===== src/rtl/dpcm_pkg.sv =====
package dpcm_pkg;
  // signed step for one code: MSB set = positive, low bits = magnitude index
  function automatic int step_of(input int code, input int code_w);
    int nlev;
    int m;
    nlev = 1 << (code_w - 1);
    m    = code % nlev;
    if (m == 0) return 0;
    if (code >= nlev) return 1 << (m - 1);
    return -(1 << (nlev - 1 - m));
  endfunction
endpackage


===== src/rtl/dpcm_step_lut.sv =====
module dpcm_step_lut #(
  parameter int CODE_W = 4,
  parameter int DIFF_W = 8
) (
  input  logic        [CODE_W-1:0] code_i,
  output logic signed [DIFF_W-1:0] diff_o
);
  localparam int NCODE = 1 << CODE_W;

  logic signed [DIFF_W-1:0] tbl [NCODE];

  for (genvar g = 0; g < NCODE; g++) begin : g_tbl
    assign tbl[g] = DIFF_W'(dpcm_pkg::step_of(g, CODE_W));
  end

  assign diff_o = tbl[code_i];
endmodule


===== src/rtl/dpcm_sat_add.sv =====
module dpcm_sat_add #(
  parameter int SAMPLE_W = 8,
  parameter int DIFF_W   = 8
) (
  input  logic        [SAMPLE_W-1:0] pred_i,
  input  logic signed [DIFF_W-1:0]   diff_i,
  output logic        [SAMPLE_W-1:0] sum_o
);
  localparam int SUM_W = ((SAMPLE_W > DIFF_W) ? SAMPLE_W : DIFF_W) + 2;
  localparam logic signed [SUM_W-1:0] MAXV = SUM_W'((1 << SAMPLE_W) - 1);

  logic signed [SUM_W-1:0] pred_w;
  logic signed [SUM_W-1:0] diff_w;
  logic signed [SUM_W-1:0] wide;

  assign pred_w = $signed({{(SUM_W-SAMPLE_W){1'b0}}, pred_i});
  assign diff_w = SUM_W'(diff_i);
  assign wide   = pred_w + diff_w;

  always_comb begin
    if (wide < 0)          sum_o = '0;
    else if (wide > MAXV)  sum_o = '1;
    else                   sum_o = wide[SAMPLE_W-1:0];
  end
endmodule


===== src/rtl/dpcm_dec.sv =====
module dpcm_dec #(
  parameter int CODE_W   = 4,
  parameter int SAMPLE_W = 8
) (
  input  logic                clk_i,
  input  logic                rst_ni,
  input  logic                restart_i,
  input  logic                code_valid_i,
  input  logic [CODE_W-1:0]   code_i,
  output logic                code_ready_o,
  output logic [SAMPLE_W-1:0] sample_o,
  output logic                sample_valid_o
);
  localparam int NLEV = 1 << (CODE_W - 1);
  localparam int DIFF_W = NLEV;
  localparam logic [SAMPLE_W-1:0] INIT = SAMPLE_W'(1 << (SAMPLE_W - 1));

  logic                     accept;
  logic signed [DIFF_W-1:0] diff;
  logic [SAMPLE_W-1:0]      pred_q;
  logic [SAMPLE_W-1:0]      pred_d;
  logic                     vld_q;

  assign code_ready_o = !restart_i;  // restart wins over a pending code
  assign accept       = code_valid_i && code_ready_o;

  dpcm_step_lut #(.CODE_W(CODE_W), .DIFF_W(DIFF_W)) u_lut (
    .code_i (code_i),
    .diff_o (diff)
  );

  dpcm_sat_add #(.SAMPLE_W(SAMPLE_W), .DIFF_W(DIFF_W)) u_add (
    .pred_i (pred_q),
    .diff_i (diff),
    .sum_o  (pred_d)
  );

  always_ff @(posedge clk_i or negedge rst_ni) begin
    if (!rst_ni) begin
      pred_q <= INIT;
      vld_q  <= 1'b0;
    end else if (restart_i) begin
      pred_q <= INIT;
      vld_q  <= 1'b0;
    end else begin
      vld_q <= accept;
      if (accept) pred_q <= pred_d;
    end
  end

  assign sample_o       = pred_q;
  assign sample_valid_o = vld_q;

  a_r2_restart_init: assert property (@(posedge clk_i) disable iff (!rst_ni)
    restart_i |=> (sample_o == INIT) && !sample_valid_o);

  a_r2_restart_blocks: assert property (@(posedge clk_i) disable iff (!rst_ni)
    restart_i |-> !code_ready_o);

  a_r6_strobe: assert property (@(posedge clk_i) disable iff (!rst_ni)
    (code_valid_i && code_ready_o) |=> sample_valid_o);

  a_r7_hold: assert property (@(posedge clk_i) disable iff (!rst_ni)
    (!(code_valid_i && code_ready_o) && !restart_i) |=> $stable(sample_o) && !sample_valid_o);

  a_r3_zero_code: assert property (@(posedge clk_i) disable iff (!rst_ni)
    (code_valid_i && !restart_i && code_i[CODE_W-2:0] == '0) |=> $stable(sample_o));

  a_r8_up_no_wrap: assert property (@(posedge clk_i) disable iff (!rst_ni)
    (code_valid_i && !restart_i && code_i[CODE_W-1]) |=> sample_o >= $past(sample_o));

  a_r8_down_no_wrap: assert property (@(posedge clk_i) disable iff (!rst_ni)
    (code_valid_i && !restart_i && !code_i[CODE_W-1]) |=> sample_o <= $past(sample_o));
endmodule


===== config.mk =====
export PLATFORM = sky130hd
export DESIGN_NAME = dpcm_dec
export DESIGN_NICKNAME = d
export VERILOG_FILES = /design/src/rtl/dpcm_pkg.sv /design/src/rtl/dpcm_step_lut.sv /design/src/rtl/dpcm_sat_add.sv /design/src/rtl/dpcm_dec.sv
export SDC_FILE = /design/constraint.sdc
export NUM_CORES = 1
export LEC_CHECK = 0
export BUFFER_PORTS_ARGS = -buffer_cell sky130_fd_sc_hd__buf_2
export CAP_MARGIN = 20
export CORE_MARGIN = 8
export CORE_UTILIZATION = 40
export DETAILED_ROUTE_END_ITERATION = 10
export PLACE_DENSITY = 0.62
export SYNTH_ARGS = -nofsm -noshare
export SYNTH_HDL_FRONTEND = slang
export SYNTH_HIERARCHICAL = 1
export SYNTH_SLANG_ARGS = --single-unit

===== constraint.sdc =====
create_clock -name clk_i -period 2.3 [get_ports clk_i]
set_clock_uncertainty 0.05 [all_clocks]
set_input_delay 0.115 -clock clk_i [delete_from_list [all_inputs] [get_ports clk_i]]
set_output_delay 0.115 -clock clk_i [all_outputs]
set_load 0.1 [all_outputs]

After elaboration in Yosys (flattened, before gate mapping). Memory sizes are Yosys's and may differ from the RTL's. Index checks and enable logic that the tools add are counted.

Bits of input ports: 8. Word-level logic and storage cells: 18. Memories kept: 1. Output and inout bits: 10. Bits in read-only memories: 128. Bits in registers: 9.

Memory list: (no name shown) (depth 16, width 8, rd ports 1, clocked after memory_dff 0, write ports 0, line dpcm_step_lut.sv:16) `assign diff_o = tbl[code_i];`.

Bitwise logic cells: 1. Muxes and demuxes: 7. $lt $le $gt $ge: 3. Add/sub/neg operators: 1. Reduce and logical (&&, ||, !) cells: 3.

Operator list (count): 2-to-1 mux 8 bit (6); adder 9 x 8 -> 10 bit (1); greater-than comparator 10 x 9 -> 1 bit (second input constant) (1); < comparator 10 x 1 -> 1 bit (second input constant) (1); >= comparator 5 bit (second input constant) (1); NOT 4 -> 5 bit (1); nonzero test 2 bit (1); logical AND 1 bit (1); zero test 1 bit (1); 2-to-1 mux 1 bit (1).

Depth between registers and ports, before layout. Gate-level depths: netlist of run 1.

Depth after elaboration: 10. Depth in mapped cells: 14.

Modules after synthesis. The synthesis of run 1 kept the hierarchy.

By module, submodules not included: dpcm_sat_add (cells an instance 80, sequential area each 0.0 sq um, area an instance 631.9 sq um, times used 1); dpcm_dec (cells an instance 29, sequential area each 226.5 sq um, area an instance 362.8 sq um, times used 1); dpcm_step_lut (cells an instance 25, sequential area each 0.0 sq um, area an instance 172.7 sq um, times used 1).

Least setup slack after synthesis of run 1. Ideal clock, no wire load.

Kind: flip-flop to flip-flop. Start point: register pred_q[0] (netlist: sample_o[0]). End point: register pred_q[1] (netlist: sample_o[1]). Setup slack: -638 ps. Arrival time: 2814 ps. Cell stages (with the launch flop): 11. Path buffers: 0. Library setup time: 74 ps. Cells stage by stage: dfrtp_1 -> ha_1 -> inv_1 -> fa_1 -> nand2b_1 -> a21oi_2 -> o22ai_4 -> a2111oi_1 -> a31o_1 -> mux2i_1 -> nor2_1.

Word-level cells in the longest chain between the ends: 6. Elaborated cells between the ends (all ways): 7. Those cells by class: add/sub (1); order compare (2); mux (4).

Ends and longest elaborated chain: start, declared (line dpcm_dec.sv:20) `logic [SAMPLE_W-1:0] pred_q;`; start signal, assigned (line dpcm_dec.sv:47) `if (accept) pred_q <= pred_d;`; adder 9 x 8 -> 10 bit (*) (line dpcm_sat_add.sv:18) `assign wide = pred_w + diff_w;`; greater-than comparator 10 x 9 -> 1 bit (line dpcm_sat_add.sv:22) `else if (wide > MAXV) sum_o = '1;`; 2-to-1 mux 8 bit (line dpcm_sat_add.sv:22); 2-to-1 mux 8 bit (*) (line dpcm_sat_add.sv:21) `if (wide < 0) sum_o = '0;`; via pred_d[1] (line dpcm_dec.sv:21) `logic [SAMPLE_W-1:0] pred_d;`; 2-to-1 mux 8 bit (*) (line dpcm_dec.sv:47); 2-to-1 mux 8 bit (*) (line dpcm_dec.sv:42) `end else if (restart_i) begin`.

Mark *: on every way through the listed nets, which the timed path passes. The rest lies on a longest branch. The select of a mux whose other input is x is not followed. A chain may end at the register's enable or synchronous reset.

Final worst setup path of run 1.
Start point: register pred_q[1] (netlist: sample_o[1]). End point: register pred_q[1] (netlist: sample_o[1]).

Same word-level chain as after synthesis.

==> key figures, run 1 <==
CTS
  • Root Driver: clkbuf_4
  • CTS tree: yes
  • Clock tree sinks: 9
  • H-Tree Depth: 1
  • Clock Path Buffers: 2
  • TritonCTS Buffers: 3
  • Clock Latency Late Sink: 0.27 ns
  • Clk pin slew, worst setup/hold paths: 0.07 ns

Pwr
  • Max VDD drop: 0.475 mV
  • Power, Total: 0.000830 W
  • Power per cell area: 526 mW/mm2
  • Leak: 0.693 nW

Route
  • DRC viols: 0
  • Pre-antenna DRT Iters: 4
  • Vias: 1123
  • DR WL/cell: 15.7 um
  • ANT nets after route: 0
  • DR iter-0 viols: 33
  • Vias/cell: 5.64
  • Final WL: 3130 um

Global routing
  • Antenna violations before repair: 0
  • Vias in the first global route: 1212
  • First-pass GRT wire length: 5420 um
  • GRT Total Usage: 13.3%
  • Grt total ovfl: 0
  • Largest net degree at the start of global routing: 12

Logic synthesis
  • Post-Synthesis Net Count: 152
  • Synth warnings: 6
  • Mean area per synthesized cell: 8.71 um2
  • Cell area after synthesis: 0.00117 mm2
  • Sequential cell area fraction in the yosys report: 19.4%
  • Netlist cell types: 53
  • Synth Instances: 134
  • #FFs+latches synth: 9
  • Top post-synthesis cells by area: dfrtp_1, ha_1, mux2i_1, nor2_1, inv_1
  • Post-synth EDFFs: 0
  • Share of Yosys cell area claimed by the top area cell type: 17.1%
  • Ys async rst share: 100%
  • Yosys top cell by area: dfrtp_1
  • Synth Flop Type: dfrtp_1

Critical path
  • Startpoint Class: flop
  • Setup CP Type: reg -> reg
  • Crit-path leading delay family: compound AO/OA/AOI/OAI gates
  • Worst-path cell chain: ha_4 -> a21oi_2 -> nand4b_1 -> a211oi_4 -> buf_6 -> a2111oi_4 -> a31o_1 -> mux2i_1 -> nor2_1
  • Crit path required time: 2.41 ns
  • Slowest cell on the critical path: dfrtp_4
  • Crit path arrival time: 2.38 ns
  • Critical path peak fanout: 4
  • Crit path buf inv count: 1
  • Max stage delay on crit path: 0.51 ns
  • Crit end category: flop

STA
  • Period utilization: 98.4%
  • Setup ws final: 0.0377 ns
  • Fin crit period: 2.26 ns
  • RSZ-0062 raised after global routing: true
  • Final hold viol count: 0
  • Final Max Tran Viols: 0
  • Setup violations, final: 0
  • Relative slew margins: 67.7%
  • Peak Freq: 442 MHz
  • Setup TNS: 0 ns
  • Slew @ Worst Pin: 0.487 ns
  • WHS: 0.0637 ns

Final layout
  • Final cell count without fillers: 199
  • # diodes: 0
  • Area delta synth->final: 35.3%
  • Nets@finish: 187
  • Share of post-route cells with drive strength above 1: 44.0%

Place
  • Placed cell count: 193
  • Port Buffers: 17
  • Final RePlAce weighted congestion: 0.892
  • Detailed placement HPWL: 2550 um
  • Pre-CTS WS: -0.197 ns

Die
  • CORE AREA: 0.00276 mm2
  • Die Area: 0.00490 mm2
  • Die Wd: 70.0 um
  • Die height: 70.0 um
  • I/O pin total: 18
  • Starting Density: 42.3%
  • FP Rows: 19

Job
  • Max cap viols: 0

Run status
  • Status: completed

Min path
  • Worst hold path class: in -> reg
report_power, final:
| part | total (W) | switching (W) | internal [W] |
|---|---|---|---|
| clock | 0.000129 | 0.0000616 | 0.0000671 |
| combinational | 0.000505 | 0.000315 | 0.000190 |
| sequential | 0.000197 | 0.0000173 | 0.000180 |
per-stage QoR:
step | instance area [um2] | utilization, %
detailed placement | 1460 | 52.8
floorplan | 1250 | -
global route | 1580 | 57.3
global placement | 1460 | 52.8
CTS | 1520 | 55.1
finish | 1580 | 57.3
logic make-up after synthesis:
logic type               after synthesis  share of synthesized area [%]
AO/OA/AOI/OAI                         46                           31.0
AND/OR/NAND/NOR                       40                           20.2
adder cells (fa/ha/maj)               10                           11.4
flip-flops                             9                           19.4
XOR/XNOR                               4                           3.64
buffers and inverters                 17                           7.61
multiplexers                           8                           6.86
worst register-to-register path: stages, from the launching register on:
cell and delay (ns):
dfrtp_4 0.51, ha_4 0.28, a21oi_2 0.05, nand4b_1 0.28
a211oi_4 0.39, buf_6 0.17, a2111oi_4 0.04, a31o_1 0.21
mux2i_1 0.12, nor2_1 0.06
final cells by class:
type                    count  area, um2
flip-flops and latches      9        245
multi-input cells         108        985
inverters                  12       45.0
clock buffers               4       26.3
repair buffers             35        239
well taps                  31       38.8
fillers                   249       1180
registers in the layout, summed over array words and instances (netlist names):
name            flops
sample_valid_o      1
sample_o            8
path summary, 6_finish.rpt:
check | startpoint | cells after the start | slack, ns | end
max | sample_o[1] | 9 | 0.04 | sample_o[1]
min | restart_i | 2 | 0.06 | sample_o[1]
max reg2reg | sample_o[1] | 9 | 0.04 | sample_o[1]
min reg2reg | sample_o[6] | 2 | 0.51 | sample_o[6]
max in group asynchronous | rst_ni | 2 | 1.77 | sample_o[7]
min in group asynchronous | rst_ni | 2 | 0.19 | sample_o[1]
cell usage in the layout (no fill, tap or decap), types with 3 or more instances in the layout:
master and count:
a21o_1 3, buf_2 17, clkbuf_4 3, mux2i_1 8, a21oi_2 3, dfrtp_2 3, nor2_1 11, buf_4 15
ha_1 6, nand2b_1 4, a22oi_1 3, ha_4 3, o21ai_0 5, nand2_1 6, dfrtp_4 4, nor2b_1 3
inv_1 11
per-layer routing:
metal  global-route usage [%]  up-vias  share of wire (%)
met5                        0        -                  0
met4                     5.13        0                1.7
met3                     3.81        8                3.4
met2                     23.0       19                 50
met1                     14.8      541                 45
li1                         -      555                  -
what timing repair did:
item	in CTS	in global routing
endpoints found under the setup margin	4	8
buffers inserted	1	0
gates resized for setup	2	12
pin swaps	1	7
hold buffers	1	0
endpoints found under the hold margin	9	0
cell usage after synthesis (2+ instances only):
cell and n:
nor2b_1 3, a21oi_2 3, nand2b_1 5, buf_6 3, nor2_1 13, dfrtp_1 8
and2_1 2, o22ai_1 2, buf_2 2, xor2_1 2, ha_1 9, a21oi_1 4
a22oi_1 4, a21o_1 3, nand2_1 6, o211ai_1 2, inv_1 12, o21ai_0 5
o21ai_1 4, o21a_1 2, mux2i_1 8
(Power assumes the default switching activity.)
==> run 2: changes to the inputs <==
Settings changed: ABC_AREA from default to 1, CORE_UTILIZATION 40 to 50, PLACE_DENSITY 0.62 to 0.75.
==> key figures, run 2 <==
Final layout
  • Commonest non-fill, non-tap cell in the layout: nand2_1
  • # diodes: 0 (unchanged)
  • Reg with most FFs: sample_o
  • Final instance area: 0.00116 mm2 (-27%)
  • Share of post-route cells with drive strength above 1: 24.2% (-20 points)
  • Area delta synth->final: 16.2%
  • Nets@finish: 197 (+5.3%)
  • Most frequent cells in the layout: nand2_1, inv_1, buf_2
  • Number of flip-flops in the largest register: 8 (unchanged)

CTS
  • H-Tree Depth: 1 (unchanged)
  • Clock tree sinks: 9 (unchanged)
  • TritonCTS Buffers: 3 (unchanged)
  • Clock Path Buffers: 2 (unchanged)
  • Post-CTS Setup Inserts: 0 (-1)
  • Root Driver: clkbuf_4
  • Clk pin slew, worst setup/hold paths: 0.06 ns (about the same)
  • Clock Latency Late Sink: 0.25 ns (-0.02 ns)
  • CTS tree: yes

Critical path
  • Max stage delay on crit path: 0.41 ns (-0.10 ns)
  • Startpoint Class: flop
  • Crit path arrival time: 2.21 ns (-0.17 ns)
  • Critical path peak fanout: 8 (+4)
  • Slowest cell on the critical path: dfrtp_4
  • Setup crit start: sample_o[0]
  • Worst reg2reg path startpoint: sample_o[0]
  • Crit end category: flop
  • Crit path required time: 2.44 ns (+0.03 ns)
  • Worst-path cell chain: ha_1 -> inv_1 -> fa_1 -> inv_1 -> nand3_1 -> nand2_1 -> nand2_1 -> nand3_1 -> inv_1 -> nand2_2 -> nand2_4 -> a21oi_1 -> nand3_1 -> nand2_1
  • Setup CP Type: reg -> reg

Place
  • Pre-CTS WS: -0.000118 ns (+0.196 ns)
  • Detailed placement HPWL: 2040 um (-20%)
  • DP Area: 0.00112 mm2 (-23%)
  • Port Buffers: 17 (unchanged)
  • Final RePlAce weighted congestion: 0.792 (-11%)

Die
  • CORE AREA: 0.00192 mm2 (-30%)
  • Die height: 60.6 um (-13%)
  • FP Rows: 16 (-3)
  • Starting Density: 51.8% (+9.5 points)
  • Die Wd: 60.6 um (-13%)
  • Die Area: 0.00368 mm2 (-25%)
  • I/O pin total: 18 (unchanged)

Min path
  • Worst hold path class: in -> reg
  • Hold Startpoint: restart_i

Logic synthesis
  • Synth warnings: 6 (unchanged)
  • Ys async rst share: 100% (unchanged)
  • Top post-synthesis cells by area: nand2_1, dfrtp_1, ha_1, nand3_1, inv_1
  • Share of Yosys cell area claimed by the top area cell type: 21.1% (+4.0 points)
  • #FFs+latches synth: 9 (unchanged)
  • Netlist cell types: 24 (-55%)
  • Yosys top cell by area: nand2_1
  • Mean area per synthesized cell: 6.38 um2 (-27%)
  • Post-synth EDFFs: 0 (unchanged)
  • Post-Synthesis Net Count: 174 (+14%)
  • Synth Flop Type: dfrtp_1
  • Cell area after synthesis: 996 um2 (-15%)
  • Commonest cells in the netlist: nand2_1, inv_1, nand3_1, a21oi_1, ha_1
  • Synth Instances: 156 (+16%)
  • Sequential cell area fraction in the yosys report: 22.7% (+3.3 points)
  • Cell with the most instances after synthesis: nand2_1

Pwr
  • Power per cell area: 593 mW/mm2 (+13%)
  • Max VDD drop: 0.365 mV (-23%)
  • Leak: 0.685 nW (-1.1%)
  • Power, Total: 0.000686 W (-17%)

STA
  • Fin crit period: 2.07 ns (-0.188 ns)
  • Final hold viol count: 0 (unchanged)
  • WHS: 0.0442 ns (-0.0195 ns)
  • Relative slew margins: 67.6% (-0.12 points)
  • Setup violations, final: 0 (unchanged)
  • RSZ-0062 raised after global routing: false
  • Period utilization: 90.2% (-8.2 points)
  • Peak Freq: 482 MHz (+9.1%)
  • Final Max Tran Viols: 0 (unchanged)
  • Setup ws final: 0.226 ns (+0.188 ns)
  • Slew @ Worst Pin: 0.489 ns (+0.00186 ns)

Global routing
  • Antenna violations before repair: 0 (unchanged)
  • First-pass GRT wire length: 4100 um (-24%)
  • GRT Total Usage: 14.0% (+0.75 points)
  • Vias in the first global route: 1017 (-16%)
  • Grt total ovfl: 0 (unchanged)
  • Largest net degree at the start of global routing: 11 (-1)

Route
  • DR iter-0 viols: 18 (-45%)
  • Vias: 1034 (-7.9%)
  • Final WL: 2370 um (-24%)
  • Vias/cell: 5.04 (-11%)
  • ANT nets after route: 0 (unchanged)
  • DRC viols: 0 (unchanged)
  • Pre-antenna DRT Iters: 4 (unchanged)
  • DR WL/cell: 11.6 um (-26%)

Job
  • Max cap viols: 0 (unchanged)

Run status
  • Status: completed
run 2: changes by cell type in the layout (fill, tap and decap cells not counted), sizes merged, moves of 4 or more:
cell,change
nand2,+55
nand3,+17
buf,-16
inv,+9
mux2i,-8
nand2b,-6
a21oi,+5
o21ai,-5
a22oi,-4
nor2b,-4
run 2: layout make-up:
class | instances | area (um2)
Clock buffer | 4 | 26.3
Fill cell | 202 | 764
Inverter | 23 | 87.6
Multi-Input combinational cell | 123 | 671
Sequential cell | 9 | 236
Tap cell | 27 | 33.8
Timing Repair Buffer | 19 | 103
run 2: critical path, delay by kind of cell, from the launching register on:
| kind | cells | cell delay (ns) |
|---|---|---|
| AOI/OAI and AO/OA | 1 | 0.17 |
| buffers and inverters | 3 | 0.18 |
| adders and majority gates | 2 | 0.55 |
| and+or+nand+nor | 8 | 0.64 |
| DFF | 1 | 0.41 |
run 2: power breakdown:
| group | internal, W | switching, W |
|---|---|---|
| Clock | 0.0000666 | 0.0000517 |
| Sequential | 0.000178 | 0.0000145 |
| Combinational | 0.0000976 | 0.000278 |
run 2: stage by stage:
step                setup TNS, ns  utilization [%]  cells
floorplan                       0                -    156
global placement                0             58.3    200
detailed placement      -0.000118             58.3    200
CTS                             0             60.2    205
global route                    0             60.2    205
finish                          0             60.2    205
run 2: cells by family after synthesis:
kind of cell | share of synthesized area (%)
AO/OA/AOI/OAI | 8.42
XOR/XNOR | 4.40
adder cells (fa/ha/maj) | 13.3
buffers and inverters | 9.92
flip-flops | 22.7
AND/OR/NAND/NOR | 41.2
run 2: final timing paths:
check	to	slack (ns)	cells after the start
max in group asynchronous	sample_o[7]	1.75	2
worst max register to register	sample_o[4]	0.23	14
min in group asynchronous	sample_o[0]	0.20	2
worst min register to register	sample_o[7]	0.44	2
worst min-delay path	sample_valid_o	0.04	2
worst max-delay path	sample_o[4]	0.23	14
run 2: what timing repair did:
item	4_1_cts	5_1_grt
resized for setup	0	0
endpoints found under the setup margin	0	0
hold buffers	1	0
hold endpoints to repair	9	0
run 2: metal layers:
| layer | vias to the layer above | track usage (%) | routed length [um] |
|---|---|---|---|
| li1 | 544 | - | - |
| met1 | 462 | 15.1 | 1060 |
| met2 | 24 | 27.3 | 1180 |
| met3 | 4 | 1.48 | 101 |
| met4 | 0 | 4.32 | 23 |
| met5 | - | 0 | 0 |
